[src/rtl/phy_mgmt_stub.sv]
module phy_mgmt_stub #(
  parameter int PHY_ADDR = 1,
  parameter int NREG     = 16
) (
  input  logic        clk,
  input  logic        rst_n,
  input  logic        link_up,
  input  logic        wr_en,
  input  logic [1:0]  wr_sel,
  input  logic [15:0] wr_data,
  output logic [15:0] rd_data,
  output logic        link_fail
);
  localparam int RIW = $clog2(NREG);
  localparam logic [1:0] SEL_TGT = 2'd0, SEL_TXD = 2'd1, SEL_CMD = 2'd2;

  logic [15:0] regs    [NREG];
  logic [15:0] regs_nx [NREG];
  logic [4:0]  phy_q, rgad_q;
  logic [15:0] txd_q;
  logic        scan_q, link_q;

  function automatic logic [15:0] stat_apply(input logic [15:0] s, input logic up);
    return up ? (s | 16'h0004) : (s & ~16'h0004);
  endfunction
  function automatic logic [15:0] lp_apply(input logic [15:0] s, input logic up);
    return up ? (s | 16'h01e1) : (s & 16'h01ff);
  endfunction

  wire phy_hit  = (phy_q == 5'(PHY_ADDR));
  wire in_range = (int'(rgad_q) < NREG);
  wire lchg     = (link_up != link_q);
  wire cmd_wr   = wr_en && (wr_sel == SEL_CMD);
  wire rd_cmd   = cmd_wr && wr_data[1];

  logic        w_en;
  logic [15:0] w_val;

  always_comb begin
    regs_nx = regs;
    if (lchg) begin
      regs_nx[1] = stat_apply(regs[1], link_up);
      regs_nx[5] = lp_apply(regs[5], link_up);
    end
    w_en  = 1'b0;
    w_val = wr_data;
    if (wr_en && wr_sel == SEL_TXD && phy_hit) w_en = 1'b1;
    if (cmd_wr && wr_data[2] && phy_hit) begin
      w_en  = 1'b1;
      w_val = txd_q;
    end
    if (w_en && in_range) begin
      case (rgad_q)
        5'd0: begin
          if (w_val[15]) begin
            for (int i = 0; i < NREG; i++) regs_nx[i] = '0;
            regs_nx[0] = 16'h1000;
            regs_nx[1] = stat_apply(16'h7848, link_up);
            regs_nx[2] = 16'h2000;
            regs_nx[3] = 16'h5c90;
            regs_nx[4] = 16'h01e1;
            regs_nx[5] = lp_apply(16'h0000, link_up);
          end else begin
            regs_nx[0] = w_val;
          end
        end
        5'd1, 5'd2, 5'd3: ;
        default: regs_nx[rgad_q[RIW-1:0]] = w_val;
      endcase
    end
  end

  wire [15:0] rd_nx = !phy_hit ? 16'hffff
                    : (in_range ? regs_nx[rgad_q[RIW-1:0]] : 16'h0000);

  always_ff @(posedge clk or negedge rst_n) begin
    if (!rst_n) begin
      for (int i = 0; i < NREG; i++) regs[i] <= '0;
      regs[0]   <= 16'h1000;
      regs[1]   <= 16'h7848;
      regs[2]   <= 16'h2000;
      regs[3]   <= 16'h5c90;
      regs[4]   <= 16'h01e1;
      phy_q     <= '0;
      rgad_q    <= '0;
      txd_q     <= '0;
      scan_q    <= 1'b0;
      link_q    <= 1'b0;
      rd_data   <= '0;
      link_fail <= 1'b0;
    end else begin
      regs   <= regs_nx;
      link_q <= link_up;
      if (wr_en && wr_sel == SEL_TGT) begin
        phy_q  <= wr_data[4:0];
        rgad_q <= wr_data[12:8];
      end
      if (wr_en && wr_sel == SEL_TXD) txd_q <= wr_data;
      if (cmd_wr) scan_q <= wr_data[0];
      if (rd_cmd) begin
        rd_data   <= rd_nx;
        link_fail <= !link_up;
      end else if (scan_q && lchg) begin
        link_fail <= !link_up;
      end
    end
  end

  AST_OTHER_PHY_ONES: assert property (@(posedge clk) disable iff (!rst_n)
    (rd_cmd && !phy_hit) |=> (rd_data == 16'hffff));
  AST_READ_LINKFAIL: assert property (@(posedge clk) disable iff (!rst_n)
    rd_cmd |=> (link_fail == !$past(link_up)));
  AST_STATUS_TRACKS_LINK: assert property (@(posedge clk) disable iff (!rst_n)
    (link_up != link_q) |=> (regs[1][2] == $past(link_up)));
  AST_ID_CONSTANT: assert property (@(posedge clk) disable iff (!rst_n)
    (regs[2] == 16'h2000) && (regs[3] == 16'h5c90));
  AST_NOSCAN_HOLD: assert property (@(posedge clk) disable iff (!rst_n)
    (!scan_q && !rd_cmd) |=> $stable(link_fail));
  AST_CTRL_RESET: assert property (@(posedge clk) disable iff (!rst_n)
    (phy_hit && rgad_q == 5'd0 && wr_en &&
     ((wr_sel == SEL_TXD && wr_data[15]) || (wr_sel == SEL_CMD && wr_data[2] && txd_q[15])))
    |=> (regs[0] == 16'h1000));
endmodule

[config.mk]
export PLATFORM = sky130hd
export DESIGN_NAME = phy_mgmt_stub
export DESIGN_NICKNAME = d
export VERILOG_FILES = /design/src/rtl/phy_mgmt_stub.sv
export SDC_FILE = /design/constraint.sdc
export NUM_CORES = 1
export LEC_CHECK = 0
export ABC_AREA = 1
export BUFFER_PORTS_ARGS = -buffer_cell sky130_fd_sc_hd__buf_2
export CAP_MARGIN = 20
export CORE_ASPECT_RATIO = 0.7
export CORE_MARGIN = 2
export CORE_UTILIZATION = 60
export DETAILED_ROUTE_END_ITERATION = 10
export PLACE_DENSITY_LB_ADDON = 0.25
export SYNTH_ARGS = -nofsm -noshare
export SYNTH_HDL_FRONTEND = slang
export SYNTH_SLANG_ARGS = --single-unit
[constraint.sdc]
create_clock -name clk -period 3.13 [get_ports clk]
set_clock_uncertainty 0.1 [all_clocks]
set_input_delay 0.626 -clock clk [delete_from_list [all_inputs] [get_ports clk]]
set_output_delay 0.626 -clock clk [all_outputs]
set_load 0.02 [all_outputs]
== After elaboration in Yosys (flattened, before gate mapping) ==
Cells that the tools add are included.
Word-level totals
  register bits: 301
  bits in latches: 0
  bits in writable memories: 0
  bits in read-only memories: 0
  input port bits: 22
  output and inout port bits: 17
  memories kept: 0
Operators by class
  add/subtract/negate cells: 0
  multiply operators: 0
  div/mod/pow operators: 0
  $lt $le $gt $ge: 3
  equal/unequal tests: 7
  shifts and indexed selects: 0
  mux-type cells: 23
  bitwise gates (word level): 1
  reduce and logical (&&, ||, !) cells: 15
Operators by type and width (number)
  case mux 256 bit (2 select lines): 1
  bitwise mux 256 bit: 1
  2-to-1 mux 256 bit: 1
  2-to-1 mux 240 bit: 1
  2-to-1 mux 16 bit: 8
  binary-select mux 16 bit (select 4 bit): 1
  demux 16 bit (select 4 bit): 1
  2-to-1 mux 15 bit: 1
  == test 5 x 1 -> 1 bit, second input constant: 2
  == test 5 x 2 -> 1 bit, second input constant: 2
  logical AND 1 bit: 10
  2-to-1 mux 3 bit: 3
  2-to-1 mux 9 bit: 1
  greater-or-equal comparator 5 bit, second input constant: 1
  zero test 5 bit: 1
  < comparator 5 x 1 -> 1 bit, second input constant: 1
  < comparator 5 bit, second input constant: 1
  inverter 4 -> 5 bit: 1
  2-to-1 mux 1 bit: 4
  OR reduction 3 bit: 1
  == test 2 x 1 -> 1 bit, second input constant: 1
  == test 2 bit, second input constant: 1
  zero test 2 bit: 1
  nonzero test 2 bit: 1
  2 further kinds: 2

== Depth between registers and ports, before layout ==
  depth in word-level cells: 13
  depth in mapped cells: 18

== Worst setup path after synthesis ==
No wires, ideal clock.
  kind: input port to flip-flop
  start point: input port wr_sel[0]
  end point: register rd_data[10]
  setup time: 78 ps
  arrival time: 2230 ps
  data required time: 2952 ps
  setup slack: 722 ps
  stages on the path: 15
  path buffers: 2
  cells stage by stage: inv_2 nand3_1 nor2_4 nand2_4 nand2_4 nand2_4 nand2_4 nand2_4 buf_2 buf_6 o211ai_1 nand3_1 nor2_1 nand3_1 a21oi_1
On the way
  longest elaborated chain between the ends: 13
  elaborated cells on any way between the ends: 22
  classes of those cells: 2 x eq/ne; 13 x mux; 7 x reduce/logical
Ends and longest elaborated chain
  from (decl): RTL line 9  | input logic [1:0] wr_sel,
  == test 2 bit: RTL line 33  | wire cmd_wr = wr_en && (wr_sel == SEL_CMD);
  logical AND 1 bit: RTL line 33
  logical AND 1 bit (2 in series): RTL line 48  | if (cmd_wr && wr_data[2] && phy_hit) begin
  2-to-1 mux 16 bit: RTL line 48
  bitwise mux 256 bit, or another cell as far along: RTL line 68  | default: regs_nx[rgad_q[RIW-1:0]] = w_val;
  case mux 256 bit (2 select lines): RTL line 53  | case (rgad_q)
  2-to-1 mux 256 bit: RTL line 52  | if (w_en && in_range) begin
  binary-select mux 16 bit (select 4 bit): RTL line 74  | : (in_range ? regs_nx[rgad_q[RIW-1:0]] : 16'h0000);
  2-to-1 mux 16 bit (not written as such) (2 in series): RTL line 74
  2-to-1 mux 16 bit: RTL line 74
  2-to-1 mux 16 bit: RTL line 73  | wire [15:0] rd_nx = !phy_hit ? 16'hffff
  to (signal assigned): RTL line 101  | rd_data <= rd_nx;
  to (decl): RTL line 11  | output logic [15:0] rd_data,
Parallel ways exist; a longest one is shown, timed or not. The select of a mux whose other input is x is not followed.
A chain may end at the register's enable or synchronous reset.

== Worst setup path after layout ==
  start point: register phy_q[3]
  end point: register rd_data[0]
On the way
  longest elaborated chain between the ends: 11
  elaborated cells on any way between the ends: 17
  classes of those cells: 1 x eq/ne; 13 x mux; 3 x reduce/logical
Ends and longest elaborated chain
  from (decl): RTL line 19  | logic [4:0] phy_q, rgad_q;
  from (signal assigned): RTL line 95  | phy_q <= wr_data[4:0];
  == test 5 x 1 -> 1 bit (*): RTL line 30  | wire phy_hit = (phy_q == 5'(PHY_ADDR));
  logical AND 1 bit, on equally long branches: RTL line 48, 47
  2-to-1 mux 16 bit / 2-to-1 mux 1 bit (equally long branches): RTL line 48, 47
  bitwise mux 256 bit, or another cell as far along: RTL line 68
  case mux 256 bit (2 select lines) / logical AND 1 bit (equally long branches): RTL line 53, 52
  2-to-1 mux 256 bit: RTL line 52
  binary-select mux 16 bit (select 4 bit): RTL line 74
  2-to-1 mux 16 bit (not written as such) (2 in series): RTL line 74
  2-to-1 mux 16 bit: RTL line 74
  2-to-1 mux 16 bit (*): RTL line 73
Every way passes the cells marked *; elsewhere a longest branch is shown, timed or not. The select of a mux whose other input is x is not followed.

==> impl_metrics.py <==
metrics = {
    "clock_network": {
        "numCtsBuffers": 30,
        "cts_tree": "yes",
        "htree_levels": 1,
        "clk_latency_ns": 0.59,
        "clock-sinks": 301,
        "cts_root_buf": "clkbuf_16",
        "cts.clk_slew.worst_paths_ns": 0.07,
        "cts_buffer_depth": 3,
    },
    "critical_path": {
        "rr_endpoint": "rd_data[0]",
        "cp-start-kind": "flip-flop",
        "slowest_stage": "dfrtp_1",
        "crit_fanout": 9,
        "max_stage_delay_ns": 0.39,
        "cp.arrival_ns": 3.49,
        "worstPathRequired_ns": 3.55,
        "r2r_cells": 17,
        "startpoint": "phy_q[3]",
        "path_cells": "nor2_2, nand2_1, nor2_4, nand3_2, nand2_4, buf_4, inv_1, buf_4, nand2_1, nand2_1, nand2_1, nand2_1, a21oi_2, nand2_1, nor2_2, nand3_2, a21oi_1",
        "cp.depth": 17,
        "r2r-start": "phy_q[3]",
        "crit_family": "simple AND/OR/NAND/NOR gates",
        "reg2reg_slack_ns": 0.06,
        "worstSetupPathType": "reg2reg",
        "critPathCapture": "rd_data[0]",
        "critPathMostFrequentCell": "nand2_1",
        "crit_path_end_kind": "flip-flop",
        "crit_buf_inv": 3,
    },
    "logic_synthesis": {
        "synth_top_area_frac": 0.434,
        "syn_inst": 2232,
        "syn_nets": 2254,
        "synth.avg_cell_area_sq_um": 7.28,
        "ys_warn_count": 0,
        "synth_area_leaders": "dfrtp_1, nand2_1, nand3_1",
        "syn_area_sq_um": 16300,
        "ys_seq_area_frac": 0.465,
        "synth_top_area_cell": "dfrtp_1",
        "yosysUniqueCellTypes": 33,
        "yosys_register_bits": 301,
    },
    "route": {
        "post-route-drc-count": 0,
        "ant_nets": 0,
        "dr.pass1.iters": 6,
        "drt_wl_total_um": 59600,
        "wl_per_cell_um": 21.5,
        "vias": 16652,
        "viasPerCell": 6.01,
        "drt_iter0_drc": 2064,
    },
    "final_layout": {
        "post-route-util": 0.725,
        "regArea_sq_um": 7560,
        "fin_cells": 2771,
        "drive_gt1_frac": 0.167,
        "layout.nets": 2405,
        "area_growth_pct": 19.1,
        "multi_input_area_sq_um": 7410,
        "diodes": 0,
        "final_area_sq_um": 19400,
        "fillers": 2086,
    },
    "grt": {
        "grt_usage": 0.420,
        "grt-ovfl-total": 0,
        "grt_pass1_wl_um": 90600,
        "grt_max_degree": 72,
        "antenna_found_initial": 3,
        "grt_pass1_vias": 15753,
    },
    "die": {
        "die_area_sq_um": 28500,
        "io-pin-count": 39,
        "rows": 50,
        "die_y_um": 142,
        "initial_core_util": 0.609,
        "die_w_um": 201,
        "coreArea_sq_um": 26700,
    },
    "power": {
        "worst_ir_drop_vdd_mv": 0.439,
        "power.leakage_nw": 10.2,
        "cellPowerDensity_nw_per_um2": 591,
    },
    "placed_design": {
        "dp_cells": 2712,
        "place_hpwl_um": 41800,
        "portBuffers": 38,
        "pre_cts_ws_ns": -0.314,
        "place_area_sq_um": 18100,
        "globalplace.congestion": 1.06,
    },
    "worst_hold_path": {
        "holdCritStartpoint": "link_up",
        "hold_class": "in2reg",
    },
    "sta": {
        "tightestPinTransition_ns": 0.608,
        "layout_min_cycle_time_ns": 3.07,
        "finalHoldViolations": 0,
        "setup_ws_ns": 0.0579,
        "maxClockFrequency_mhz": 326,
        "setup_viol": 0,
        "max_slew_margin": 0.594,
        "rsz0062_at_grt": "true",
        "final.period_utilization": 0.982,
        "finalMaxSlewViolations": 0,
    },
    "status": {
        "status": "finished clean",
    },
    "run": {
        "drv_cap": 0,
    },
}
cells in the mapped netlist:
cell	instances
a21boi_1	7
a21oi_1	50
buf_1	9
buf_2	58
buf_4	12
buf_6	2
clkbuf_1	39
clkinv_1	3
dfrtp_1	282
dfstp_2	19
inv_1	194
inv_2	16
mux2_2	2
nand2_1	576
nand2_2	2
nand2_4	8
nand3_1	327
nand3_2	3
nand3_4	2
nand3b_1	4
nand4_1	16
nor2_1	279
nor2_2	6
nor2_4	12
nor3_1	2
o211ai_1	46
o21ai_0	178
o21ai_1	49
o221ai_1	1
o22ai_1	5
o31ai_1	1
or2_2	21
xor2_1	1
what timing repair did:
item / 4_1_cts / 5_1_grt
setup endpoints to repair: 2 / 8
pin swaps: 0 / 2
hold endpoints to repair: 58 / 0
hold buffers: 1 / 0
gates resized for setup: 2 / 23
buffers inserted: 0 / 2
cloned: 0 / 1
metrics by stage:
stage | total power, mW | hold slack (ns) | TNS (ns)
finish | 11.4 | 0.166 | 0
global route | 11.8 | 0.167 | -0.0232
CTS | 11.3 | 0.153 | 0
detailed placement | 7.31 | 0.343 | -0.602
global placement | 7.23 | 0.340 | -0.503
floorplan | 6.12 | 0.230 | 0
layer usage:
layer,part of all wire,vias to the layer above,global-route usage
met2,0.41,1122,0.609
met3,0.14,207,0.141
li1,-,7522,-
met5,0.00057,-,0
met1,0.39,7797,0.572
met4,0.050,4,0.195
placed cells by master (no fill, tap or decap), drive strengths merged, types with 16 or more instances in the layout:
master	instances
a21oi	50
buf	237
clkbuf	40
dfrtp	282
dfstp	19
inv	211
nand2	586
nand3	332
nand4	16
nor2	297
o211ai	46
o21ai	227
or2	21
flip-flops by register name, indices dropped and copies added, names as in the netlist:
| register | cells |
|---|---|
| regs | 256 |
| rd_data | 16 |
| txd_q | 16 |
| phy_q | 5 |
| rgad_q | 5 |
| link_fail | 1 |
| link_q | 1 |
| scan_q | 1 |
logic make-up after synthesis:
| kind of cell | Yosys count | share of synthesized area |
|---|---|---|
| AOI/OAI and AO/OA | 337 | 0.113 |
| xor gates and xnor gates | 1 | 0.000539 |
| buffers and inverters | 333 | 0.0850 |
| DFF | 301 | 0.465 |
| muxes | 2 | 0.00139 |
| and+or+nand+nor | 1258 | 0.336 |
how the worst min path moves through the flow:
stage	end	cells after the start
2_1_floorplan	link_fail	0
4_1_cts	link_q	1
6_report	link_q	1
3_3_place_gp	regs[225]	2
3_5_place_dp	regs[225]	2
5_1_grt	link_q	1
power by group:
part / switching (mW) / leakage, nW / internal [mW]
Sequential: 0.248 / 3.81 / 4.37
Clock: 1.65 / 0.550 / 2.36
Combinational: 1.90 / 5.80 / 0.912
area by class of cell:
| type | count | share of cell area |
|---|---|---|
| clock buffer | 39 | 0.0447 |
| clock inverter | 17 | 0.0118 |
| inverter | 213 | 0.0413 |
| multi-input combinational | 1598 | 0.383 |
| sequential | 301 | 0.390 |
| tap | 364 | 0.0235 |
| timing repair buffer | 239 | 0.105 |
No activity file was read; power rests on OpenSTA's default activity.
